[config.mk]
export PLATFORM = sky130hd
export DESIGN_NAME = acc_bus_wrap
export DESIGN_NICKNAME = d
export VERILOG_FILES = /design/src/rtl/acc_pkg.sv /design/src/rtl/acc_fu_pipe.sv /design/src/rtl/acc_res_fifo.sv /design/src/rtl/acc_bus_wrap.sv
export SDC_FILE = /design/constraint.sdc
export NUM_CORES = 1
export LEC_CHECK = 0
export ABC_CLOCK_PERIOD_IN_PS = 1600
export BUFFER_PORTS_ARGS = -buffer_cell sky130_fd_sc_hd__buf_2
export CAP_MARGIN = 20
export CORE_ASPECT_RATIO = 1.4
export CORE_MARGIN = 5
export CORE_UTILIZATION = 45
export CTS_CLUSTER_SIZE = 16
export DETAILED_ROUTE_END_ITERATION = 16
export GPL_TIMING_DRIVEN = 0
export PLACE_DENSITY_LB_ADDON = 0.1
export SLEW_MARGIN = 20
export SYNTH_ARGS = -nofsm -noshare
export SYNTH_HDL_FRONTEND = slang
export SYNTH_SLANG_ARGS = --single-unit
[constraint.sdc]
create_clock -name hclk -period 1.6 [get_ports hclk]
set_input_delay 0.24 -clock hclk [delete_from_list [all_inputs] [get_ports hclk]]
set_output_delay 0.24 -clock hclk [all_outputs]
set_load 0.005 [all_outputs]
[src/rtl/acc_pkg.sv]
package acc_pkg;
  localparam int DATA_W_DEF = 32;
  localparam int ROT_DEF = 5;
  localparam logic [31:0] KEY_DEF = 32'h5A5A_A5A5;

  // bus data-phase kind
  typedef enum logic [1:0] {
    PH_NONE = 2'd0,
    PH_WR   = 2'd1,
    PH_RD   = 2'd2
  } phase_e;
endpackage

[src/rtl/acc_fu_pipe.sv]
module acc_fu_pipe #(
  parameter int DW = 32,
  parameter int LAT = 3,
  parameter int ROT = 5,
  parameter logic [DW-1:0] KEY = '0
) (
  input  logic          clk,
  input  logic          rst_n,
  input  logic          in_vld,
  input  logic [DW-1:0] in_dat,
  output logic          out_vld,
  output logic [DW-1:0] out_dat,
  output logic [LAT-1:0] vld_vec
);
  logic [LAT-1:0] vld_q, vld_d;

  function automatic logic [DW-1:0] xform(input logic [DW-1:0] x);
    return ((x << ROT) | (x >> (DW - ROT))) ^ KEY;
  endfunction

  always_comb begin
    vld_d[0] = in_vld;
    for (int i = 1; i < LAT; i++) vld_d[i] = vld_q[i-1];
  end

  always_ff @(posedge clk or negedge rst_n) begin
    if (!rst_n) vld_q <= '0;
    else        vld_q <= vld_d;
  end

  genvar g;
  for (g = 0; g < LAT; g++) begin : g_st
    logic [DW-1:0] d_q;
    if (g == 0) begin : g_first
      always_ff @(posedge clk) begin
        if (in_vld) d_q <= xform(in_dat);
      end
    end else begin : g_next
      always_ff @(posedge clk) begin
        if (vld_q[g-1]) d_q <= g_st[g-1].d_q;
      end
    end
  end

  assign out_vld = vld_q[LAT-1];
  assign out_dat = g_st[LAT-1].d_q;
  assign vld_vec = vld_q;
endmodule

[src/rtl/acc_res_fifo.sv]
module acc_res_fifo #(
  parameter int DW = 32,
  parameter int DEPTH = 4
) (
  input  logic          clk,
  input  logic          rst_n,
  input  logic          push,
  input  logic [DW-1:0] push_dat,
  input  logic          pop,
  output logic [DW-1:0] head,
  output logic          empty,
  output logic [$clog2(DEPTH+1)-1:0] lvl
);
  localparam int PW = (DEPTH > 1) ? $clog2(DEPTH) : 1;
  localparam int LW = $clog2(DEPTH + 1);

  logic [DW-1:0] mem [DEPTH];
  logic [PW-1:0] wr_q, wr_d, rd_q, rd_d;
  logic [LW-1:0] lvl_q, lvl_d;

  function automatic logic [PW-1:0] step(input logic [PW-1:0] p);
    return (p == PW'(DEPTH - 1)) ? '0 : p + PW'(1);
  endfunction

  always_comb begin
    wr_d  = push ? step(wr_q) : wr_q;
    rd_d  = pop  ? step(rd_q) : rd_q;
    lvl_d = lvl_q + LW'(push) - LW'(pop);
  end

  always_ff @(posedge clk or negedge rst_n) begin
    if (!rst_n) begin
      wr_q  <= '0;
      rd_q  <= '0;
      lvl_q <= '0;
    end else begin
      wr_q  <= wr_d;
      rd_q  <= rd_d;
      lvl_q <= lvl_d;
    end
  end

  always_ff @(posedge clk) begin
    if (push) mem[wr_q] <= push_dat;
  end

  assign head  = mem[rd_q];
  assign empty = (lvl_q == '0);
  assign lvl   = lvl_q;
endmodule

[src/rtl/acc_bus_wrap.sv]
module acc_bus_wrap #(
  parameter int DW = acc_pkg::DATA_W_DEF,
  parameter int DEPTH = 4,
  parameter int LAT = 3,
  parameter int ROT = acc_pkg::ROT_DEF,
  parameter logic [DW-1:0] KEY = DW'(acc_pkg::KEY_DEF)
) (
  input  logic          hclk,
  input  logic          hresetn,
  input  logic          hsel,
  input  logic [1:0]    htrans,
  input  logic          hwrite,
  input  logic [DW-1:0] hwdata,
  output logic          hreadyout,
  output logic [DW-1:0] hrdata,
  output logic          hresp
);
  import acc_pkg::*;
  localparam int CW = $clog2(DEPTH + 1);

  // reset: asynchronous assert, synchronous release
  logic [1:0] rs_q;
  logic       rst_s;
  always_ff @(posedge hclk or negedge hresetn) begin
    if (!hresetn) rs_q <= '0;
    else          rs_q <= {rs_q[0], 1'b1};
  end
  assign rst_s = rs_q[1];

  phase_e        ph_q, ph_d;
  logic [CW-1:0] cnt, cnt_d;
  logic          ph_wr, ph_rd, wr_ok, rd_pop, rd_wait, wr_hold, take;
  logic          fu_out_vld, fifo_empty;
  logic [DW-1:0] fu_out_dat, fifo_head;
  logic [LAT-1:0] fu_vld;
  logic [CW-1:0] fifo_lvl;
  logic          tr_unused;

  assign tr_unused = htrans[0];
  assign ph_wr = (ph_q == PH_WR);
  assign ph_rd = (ph_q == PH_RD);

  always_comb begin
    wr_ok   = ph_wr && (cnt < CW'(DEPTH));
    wr_hold = ph_wr && !wr_ok;
    rd_pop  = ph_rd && !fifo_empty;
    rd_wait = ph_rd && fifo_empty && (cnt != '0);
    hreadyout = !(wr_hold || rd_wait);
    take    = hsel && htrans[1] && hreadyout;
    if (!hreadyout) ph_d = ph_q;
    else if (take)  ph_d = hwrite ? PH_WR : PH_RD;
    else            ph_d = PH_NONE;
    cnt_d = cnt + CW'(wr_ok) - CW'(rd_pop);
  end

  always_ff @(posedge hclk or negedge rst_s) begin
    if (!rst_s) begin
      ph_q <= PH_NONE;
      cnt  <= '0;
    end else begin
      ph_q <= ph_d;
      cnt  <= cnt_d;
    end
  end

  acc_fu_pipe #(.DW(DW), .LAT(LAT), .ROT(ROT), .KEY(KEY)) u_fu (
    .clk(hclk), .rst_n(rst_s), .in_vld(wr_ok), .in_dat(hwdata),
    .out_vld(fu_out_vld), .out_dat(fu_out_dat), .vld_vec(fu_vld)
  );

  acc_res_fifo #(.DW(DW), .DEPTH(DEPTH)) u_q (
    .clk(hclk), .rst_n(rst_s), .push(fu_out_vld), .push_dat(fu_out_dat),
    .pop(rd_pop), .head(fifo_head), .empty(fifo_empty), .lvl(fifo_lvl)
  );

  assign hrdata = rd_pop ? fifo_head : '0;
  assign hresp  = 1'b0;
endmodule

# ---- Word level (Yosys, flattened, before mapping)
# Memory sizes are Yosys's and may differ from the RTL's.
# Index checks and enable logic that the tools add are counted.
dict set report totals {
  wordCells 44
  in_bits 38
  ramBits 128
  out_inout_bits 34
  memories 1
  ff_bits 113
}
# name depth width rd rd_ports_with_merged_regs write_ports line
set memory_table {}
lappend memory_table {u_q.mem 4 32 1 0 1 acc_res_fifo.sv:17} ;# logic [DW-1:0] mem [DEPTH];
dict set report op_classes {
  reduce_logical 13
  mux 7
  magnitude_cmp 1
  add_sub_neg 6
  bitwise_logic 2
  eq_ne 4
}
# op count
set ops {}
lappend ops {{$mux W32} 1}
lappend ops {{$or A32 B5 Y32} 1}
lappend ops {{$not A16 Y16} 1}
lappend ops {{$mux W2} 4}
lappend ops {{$logic_and A1 B1 Y1} 7}
lappend ops {{$add A3 B1 Y3} 2}
lappend ops {{$eq A2 B2 Y1 const B} 3}
lappend ops {{$sub A3 B1 Y3} 2}
lappend ops {{$add A2 B1 Y2 const B} 2}
lappend ops {{$logic_not A1 Y1} 3}
lappend ops {{$logic_not A3 Y1} 1}
lappend ops {{$lt A3 B3 Y1 const B} 1}
lappend ops {{$reduce_bool A3 Y1} 1}
lappend ops {{$eq A2 B1 Y1 const B} 1}
lappend ops {{$mux W1} 2}
lappend ops {{$logic_or A1 B1 Y1} 1}

# ---- Longest topological paths before layout
# Gate-level depths: netlist of run 1.
dict set report logic_depth {
  depth_word 8
  mapped_depth 11
  depth_no_buf 10
}

# ---- Modules after synthesis
# Synthesis of run 1 repeated with hierarchy kept, for this count alone.
dict set report unflattened {
  cells_unflattened 383
  area_unflattened_um2 8692.1
}
# module area_per_inst_um2 seq_area_each_um2 cells_per_inst n_inst
set by_module_without_submodules {}
lappend by_module_without_submodules {acc_res_fifo 5071.1 4018.9 203 1}
lappend by_module_without_submodules {acc_fu_pipe 3025.4 2957.8 116 1}
lappend by_module_without_submodules {acc_bus_wrap 595.6 175.2 64 1}

# ---- Worst setup path after synthesis of run 1
# OpenSTA, ideal clock, no wires.
dict set report synth_path {
  path_type {register to register}
  start {reg u_q.lvl_q[1], in the netlist u_q.lvl[1]}
  end {reg cnt[2]}
  t_required_ns 1.477
  period_less_slack_ns 2.428
  setup_time_ns 0.123
  stages_incl_launch_ff 12
  path_buffers 1
  arrival_time_ns 2.305
  path_slack_ns -0.828
  cell_sequence {dfrtp_1 > or3_4 > nand3b_2 > buf_2 > inv_1 > ha_1 > inv_1 > ha_1 > inv_1 > fa_1 > xnor2_1 > xnor2_1}
}
dict set report synth_via {
  elab_chain_cells 4
}
# element line
set synth_rtl {}
lappend synth_rtl {{from (decl)} acc_res_fifo.sv:19} ;# logic [LW-1:0] lvl_q, lvl_d;
lappend synth_rtl {{from (signal assigned)} acc_res_fifo.sv:39} ;# lvl_q <= lvl_d;
lappend synth_rtl {{$logic_not A3 Y1} acc_res_fifo.sv:48} ;# assign empty = (lvl_q == '0);
lappend synth_rtl {{$logic_not A1 Y1} acc_bus_wrap.sv:46} ;# rd_pop = ph_rd && !fifo_empty;
lappend synth_rtl {{$logic_and A1 B1 Y1} acc_bus_wrap.sv:46}
lappend synth_rtl {{net rd_pop} acc_bus_wrap.sv:32} ;# logic ph_wr, ph_rd, wr_ok, rd_pop, rd_wait, wr_hold, take;
lappend synth_rtl {{$sub A3 B1 Y3} acc_bus_wrap.sv:53} ;# cnt_d = cnt + CW'(wr_ok) - CW'(rd_pop);
lappend synth_rtl {{net cnt_d[2]} acc_bus_wrap.sv:31} ;# logic [CW-1:0] cnt, cnt_d;
lappend synth_rtl {{to (signal assigned)} acc_bus_wrap.sv:62} ;# cnt <= cnt_d;
lappend synth_rtl {{to (decl)} acc_bus_wrap.sv:31}
# The timed path passes the listed nets, and every way through them passes these cells.
# A chain may end at the register's enable or synchronous reset.

# ---- Worst setup path after layout of run 1
dict set report layout_path {
  start {reg u_q.rd_q[0]}
  end {out hrdata[13]}
}
dict set report layout_via {
  elab_chain_cells 2
}
# element line
set layout_rtl {}
lappend layout_rtl {{from (decl)} acc_res_fifo.sv:18} ;# logic [PW-1:0] wr_q, wr_d, rd_q, rd_d;
lappend layout_rtl {{from (signal assigned)} acc_res_fifo.sv:38} ;# rd_q <= rd_d;
lappend layout_rtl {{$mem_v2 Z4 W32} n/a}
lappend layout_rtl {{$mux W32} acc_bus_wrap.sv:76} ;# assign hrdata = rd_pop ? fifo_head : '0;
lappend layout_rtl {{to (decl)} acc_bus_wrap.sv:15} ;# output logic [DW-1:0] hrdata,
# Every way passes these cells.

==> key figures, run 1 <==
Cells and area
  – Synth-to-layout area growth: 24.81%
  – N_diodes: 0
  – Nets: roughly 580
  – Final core occ: 0.5671
  – Share of cells above drive strength 1: 0.3693
  – Non-filler cells, final: between 700 and 800

Pwr
  – Leakage power: 3.842 nW
  – Pwr Density: ~1600 mW/mm^2
  – Total Power: 0.01681 W
  – Maximum vdd drop: between 800 and 900 uV

Synth
  – Syn avg cell area: between 20 and 25 um^2
  – Synthesized area: ~0.0087 mm^2
  – Post-synthesis cell type count: 30
  – Area contributors post-synth: edfxtp_1, mux4_2, dfrtp_1, nor2b_1, ha_1
  – Share of the synthesized area in the top cell type: 0.7763
  – Syn nets: around 430
  – Synth top cells by count: edfxtp_1, nor2b_1, mux4_2
  – Cells after Synth: 384
  – Number of synthesized flops with an enable pin: roughly 220
  – Sequential share of the synthesized area: 0.8254
  – Ys Warns: 0
  – Synth async-reset ratio: 0.07054
  – Yosys reg bits: ~240
  – Top_reg_cell synth: edfxtp_1
  – Leading area contributor after synthesis: edfxtp_1
  – Most common cell in the netlist: edfxtp_1

STA
  – Post-Route Setup TNS: -21530 ps
  – Hold Vio Cnt, Final: 0
  – Clock Skew: 13.27 ps
  – Worst slew pin tran: approximately 650 ps
  – Final period util: 1.391
  – Setup Viol. Count Final: 39
  – Max Slew Vio Count: 0
  – Fin Hold WS: between 30 and 40 ps
  – Post-layout minimum cycle time: between 2000 and 2500 ps
  – Final setup margin: -625.8 ps
  – Rel. slew slack: 0.5643
  – Fmax: approximately 450 MHz
  – Unrepaired setup endpoints after global routing: yes

Floorplan
  – Area of the die: roughly 0.022 mm^2
  – Row cnt: 60
  – Starting Density: 0.4544
  – Core area: 0.01907 mm^2
  – Die H: about 170 um
  – IO Pins: slightly above 70
  – Die Wd: 127.3 um

CTS
  – CTS root buf: clkbuf_16
  – H-tree lvl count: 1
  – Clock Tree Buf Depth: 3
  – Worst-Skew Late Latency: a little under 500 ps
  – # clock sinks: between 200 and 250
  – CTS buffer count: 22
  – CTS clk-pin slew, worst paths: 70 ps
  – CTS tree: built

Worst setup path
  – Critical Path Sink Type: output port
  – Critical Path RT: 1360 ps
  – WP data arrival: just under 2000 ps
  – FF-to-FF path depth: 11
  – CP max FO: 10
  – Setup CP Type: flop to output port
  – Crit start category: flop

Routing
  – Metal1 wirelength: 6099 um
  – Via count: ~3800
  – Routed WL per cell: ~19 um
  – Max Used Layer: met4
  – Metal3 WL: around 650 um
  – Routed vias/inst: roughly 4.8
  – Drt first-iter violations: between 200 and 250
  – First-pass DRT Iterations: 4
  – DRT Wirelength: 15040 um
  – Metal2 WL: 8026 um
  – Antenna Violating Nets Remaining: 0
  – # DRC: 0

Global route
  – Largest net degree at the start of global routing: 33
  – Gr ovfl total: 0
  – Gr usage total: 0.1356
  – First-pass GRT wire length: 23350 um
  – Initial antenna violation count: 0
  – Number of global-route vias before repair: around 4200

Status
  – Failing checks: negative setup slack
  – Outcome: complete, but fails checks

Place
  – Detail Placement HPWL: slightly above 8000 um
  – RePlAce Congestion: between 0.6 and 0.7
  – Placed insts: about 700
  – Port Buffers: 69

Min path
  – Class of the worst hold path: input port to flop
  – WHS Path Cells: 3

Flow run
  – Max-cap violations: 0
[kinds of logic after synthesis]
kind of cell	after synthesis	share of synthesized area
and+or+nand+nor	50	0.03798
buffers and inverters	39	0.02469
adders and majority gates	11	0.01762
xor gates and xnor gates	4	0.004043
AOI/OAI and AO/OA	3	0.001878
muxes	34	0.08751
DFF	241	0.8254
other	2	0.0008667
[metal layers]
metal | vias to the layer above | GRT usage
met2 | 77 | 0.2362
met3 | 25 | 0.02306
li1 | 1775 | -
met1 | 1961 | 0.1745
met4 | 0 | 0.03980
met5 | - | 0
[critical path: stages, from the launching register on]
cell,delay (ps)
dfrtp_1,370
buf_6,170
buf_12,170
mux4_2,500
nor2b_1,160
buf_2,130
[registers in the layout (all words and copies together) (netlist names), 3 cells and up]
register / cells
u_fu.vld_vec: 3
u_fu.g_st.d_q: 64
u_fu.out_dat: 32
cnt: 3
u_q.mem: 128
u_q.lvl: 3
[layout make-up]
cell class | instances | area (um^2)
Clock inverter | 6 | 80.08
Sequential cell | 241 | 7157
Tap cell | 248 | 310.3
Fill cell | 1499 | 8254
Buffer | 11 | 138.9
Inverter | 27 | 112.6
Multi-Input combinational cell | 107 | 1450
Timing Repair inverter | 1 | 7.507
Clock buffer | 33 | 653.1
Timing Repair Buffer | 121 | 904.6
[metrics by stage]
step	instance area (um^2)	setup slack (ps)
after floorplan	8761	-620.2
after global placement	9417	-754.0
after detailed placement	9459	-800.4
after CTS	10730	-657.3
after global routing	10810	-708.8
final	10810	-625.8
[cell usage in the layout, fill, tap and decap left out, types with 3 or more instances in the layout]
cell             n
edfxtp_1       224
buf_2           69
dlygate4sd3_1   33
mux4_2          32
nor2b_1         26
clkbuf_16       23
inv_1           19
buf_4           15
dfrtp_1         13
buf_12           9
and2_4           7
clkbuf_1         6
inv_2            5
nor2b_4          5
ha_1             5
buf_6            4
ha_4             4
clkbuf_8         4
dfrtp_2          4
clkinvlp_4       3
nor2_1           3
[power by group]
group	switching (W)	total (W)	leakage [nW]	internal (W)
clock	0.00211	0.00525	0.355	0.00314
combinational	0.00146	0.00343	1.25	0.00197
sequential	0.000391	0.00813	2.23	0.00774
[path summary, 6_finish.rpt]
kind                        startpoint              end  slack [ps]
max reg2reg                 u_q.lvl[0]       u_q.lvl[2]        -580
max in group asynchronous      rs_q[1]  u_fu.vld_vec[1]         870
min                          htrans[1]          ph_q[0]          40
max                        u_q.rd_q[0]       hrdata[13]        -630
min in group asynchronous      hresetn          rs_q[0]          60
min reg2reg                    rs_q[1]          ph_q[0]         270
[repair_timing]
item | CTS | global route
gates resized for setup | 33 | 8
gates cloned | 1 | 3
endpoints found under the setup margin | 200 | 137
setup buffers | 13 | 4
endpoints found under the hold margin | 34 | 0
pin swaps | 7 | 1
hold buffers | 33 | 0
(Power assumes the default switching activity.)
==> inputs of run 2 (changes only) <==
--- a/config.mk
+++ b/config.mk
@@ -19,3 +19,4 @@
 export SYNTH_ARGS = -nofsm -noshare
 export SYNTH_HDL_FRONTEND = slang
 export SYNTH_SLANG_ARGS = --single-unit
+export TNS_END_PERCENT = 20
==> constraint.sdc (replaced) <==
create_clock -name hclk -period 1.6 [get_ports hclk]
set_input_delay 0.16 -clock hclk [delete_from_list [all_inputs] [get_ports hclk]]
set_output_delay 0.16 -clock hclk [all_outputs]
set_load 0.005 [all_outputs]
==> key figures, run 2 (synthesized netlist as in run 1, its figures left out) <==
STA
  – Hold Vio Cnt, Final: 0 (unchanged)
  – Fin Hold WS: 35.00 ps (-2.643 ps)
  – Setup Viol. Count Final: 74 (+90%)
  – Post-layout minimum cycle time: 2221 ps (-4.355 ps)
  – Clock Skew: 10.72 ps (-2.549 ps)
  – Max Slew Vio Count: 0 (unchanged)
  – Rel. slew slack: 0.4500 (-0.1142)
  – Final setup margin: -621.4 ps (+4.355 ps)
  – Final period util: 1.388 (-0.002722)
  – Unrepaired setup endpoints after global routing: yes
  – Worst slew pin tran: 823.2 ps (+169.6 ps)
  – Fmax: 450.2 MHz (+0.20%)

Floorplan
  – Starting Density: 0.4544 (unchanged)
  – Die Wd: 127.3 um (unchanged)
  – Row cnt: 60 (unchanged)
  – Core area: 0.01907 mm^2 (unchanged)
  – IO Pins: 72 (unchanged)
  – Die H: 174.2 um (unchanged)
  – Area of the die: 0.02217 mm^2 (unchanged)

Global route
  – First-pass GRT wire length: 23350 um (unchanged)
  – Number of global-route vias before repair: 4276 (+1.4%)
  – Largest net degree at the start of global routing: 34 (+3.0%)
  – Initial antenna violation count: 0 (unchanged)
  – Gr ovfl total: 0 (unchanged)
  – Gr usage total: 0.1364 (+0.0007694)

Worst setup path
  – Sequence of cells on the critical path: or3_4 -> nand3b_4 -> buf_8 -> inv_6 -> ha_4 -> inv_2 -> ha_4 -> inv_2 -> fa_2 -> xnor2_2 -> xnor2_1
  – CP max FO: 2 (-8)
  – CP Buf/Inv Count: 4 (+1)
  – WP data arrival: 2600 ps (+610 ps)
  – Crit start category: flop
  – R2r setup slk: -620 ps (-40 ps)
  – Slowest cell on crit path: or3_4
  – Setup CP Type: flop to flop
  – Reg-to-Reg Start: u_q.lvl[1]
  – Worst R2R End: cnt[2]
  – Critical Path Sink Type: flop
  – CP max stage delay: 420 ps (-80 ps)
  – Critical Path RT: 1980 ps (+620 ps)
  – Crit path max-delay family: adder cells
  – FF-to-FF path depth: 11 (unchanged)

Pwr
  – P_sw: 0.004076 W (+2.9%)
  – Pint: 0.01296 W (+0.94%)
  – Sw frac: 0.2392 (+0.003421)
  – Pwr Density: 1552 mW/mm^2 (-0.15%)
  – Leakage power: 3.932 nW (+2.4%)
  – Maximum vdd drop: 869.4 uV (+3.3%)
  – Clock Power Share: 0.307 (-0.005)
  – Combinational Power Share: 0.217 (+0.013)
  – Flop pwr share: 0.477 (-0.007)

Routing
  – Via count: 3880 (+1.1%)
  – # DRC: 0 (unchanged)
  – Routed vias/inst: 4.850 (+0.46%)
  – DRT Wirelength: 14930 um (-0.76%)
  – Routed WL per cell: 18.66 um (-1.4%)
  – First-pass DRT Iterations: 4 (unchanged)
  – Drt first-iter violations: 266 (+7.7%)
  – Antenna Violating Nets Remaining: 0 (unchanged)

Status
  – Failing checks: negative setup slack
  – Outcome: complete, but fails checks

CTS
  – H-tree lvl count: 1 (unchanged)
  – CTS root buf: clkbuf_16
  – CTS buffer count: 24 (+9.1%)
  – Worst-Skew Late Latency: 510 ps (+20 ps)
  – Clock Tree Buf Depth: 3 (unchanged)
  – CTS clk-pin slew, worst paths: 60 ps (about the same)
  – # clock sinks: 241 (unchanged)
  – CTS tree: built

Flow run
  – Max-cap violations: 0 (unchanged)

Min path
  – WHS Path Cells: 3 (unchanged)
  – Min-delay src: hwrite
  – Class of the worst hold path: input port to flop
  – Hold EP: ph_q[1]

Place
  – Placed inst area: 0.009539 mm^2 (+0.85%)
  – Detail Placement HPWL: 8575 um (+4.6%)
  – RePlAce Congestion: 0.6863 (+1.3%)
  – Port Buffers: 69 (unchanged)

Cells and area
  – Share of cells above drive strength 1: 0.3841 (+0.01477)
  – Design Area, Final: 0.01098 mm^2 (+1.6%)
  – Commonest cells after routing, fill and taps aside: edfxtp_1, buf_2, dlygate4sd3_1
  – Nets: 585 (+0.69%)
  – Synth-to-layout area growth: 26.74%
  – Fill cells: 1460 (-2.6%)
  – Reg with most FFs: u_q.mem
  – N_diodes: 0 (unchanged)
  – Flip-flop count of the largest register after layout: 128 (unchanged)
  – Commonest non-fill, non-tap cell in the layout: edfxtp_1
==> run 2: metal layers <==
layer / wire [um] / vias up / global-route usage / part of all wire
met2: 7881 / 68 / 0.2353 / 0.53
met1: 6162 / 2007 / 0.1755 / 0.41
li1: - / 1784 / - / -
met4: 294 / 0 / 0.04204 / 0.020
met5: 0 / - / 0 / 0
met3: 589 / 21 / 0.02459 / 0.039
==> run 2: how the worst max path moves through the flow <==
stage           startpoint        endpoint  slack (ps)  cells after the start
6_report        u_q.lvl[1]          cnt[2]        -620                     11
5_1_grt         u_q.lvl[1]          cnt[2]        -690                     11
4_1_cts         u_q.lvl[1]          cnt[2]        -620                     11
3_5_place_dp    u_q.lvl[1]          cnt[2]        -830                     11
3_3_place_gp   u_q.wr_q[0]  u_q.mem[0][11]       -1000                      3
2_1_floorplan   u_q.lvl[0]      u_q.lvl[2]        -620                     11
==> run 2: area by class of cell <==
cell class | count | area, um^2 | area share
flip-flops and latches | 241 | 7157 | 0.6517
multi-input cells | 104 | 1469 | 0.1338
repair buffers | 127 | 1040 | 0.09468
clock buffers | 31 | 648.1 | 0.05902
well taps | 248 | 310.3 | 0.02826
plain buffers | 11 | 165.2 | 0.01504
inverters | 27 | 110.1 | 0.01003
clock inverters | 11 | 82.58 | 0.007520
==> run 2: worst register-to-register path, stage by stage (launching register included) <==
cell and delay [ps]:
dfrtp_2 400, or3_4 420, nand3b_4 110, buf_8 110, inv_6 40, ha_4 200
inv_2 60, ha_4 110, inv_2 30, fa_2 350, xnor2_2 150, xnor2_1 130
==> run 2: power groups by stage <==
stage / clock network, W / logic, W / registers (W)
5_1_grt: 0.00563 / 0.00401 / 0.00819
2_1_floorplan: 0 / 0.00212 / 0.00818
3_5_place_dp: 0 / 0.00296 / 0.00824
6_report: 0.00523 / 0.00369 / 0.00812
3_3_place_gp: 0 / 0.00270 / 0.00833
4_1_cts: 0.00538 / 0.00339 / 0.00811
==> run 2: timing repair <==
| action | CTS | global route |
|---|---|---|
| endpoints found under the hold margin | 35 | 0 |
| hold buffers | 36 | 0 |
| buffers inserted | 12 | 0 |
| cloned | 1 | 3 |
| gates resized for setup | 23 | 33 |
| endpoints found under the setup margin | 102 | 97 |
| pin swaps | 7 | 0 |
==> run 2: metrics by stage <==
stage	TNS [ps]	cells	setup slack (ps)	power, W	utilization
finish	-31430	800	-621.4	0.01704	0.5759
global route	-36780	800	-690.2	0.01783	0.5759
CTS	-33650	797	-624.0	0.01688	0.5667
detailed placement	-20390	707	-825.6	0.01120	0.5003
global placement	-163410	701	-1000	0.01103	0.4936
floorplan	-27110	384	-620.2	0.01030	-
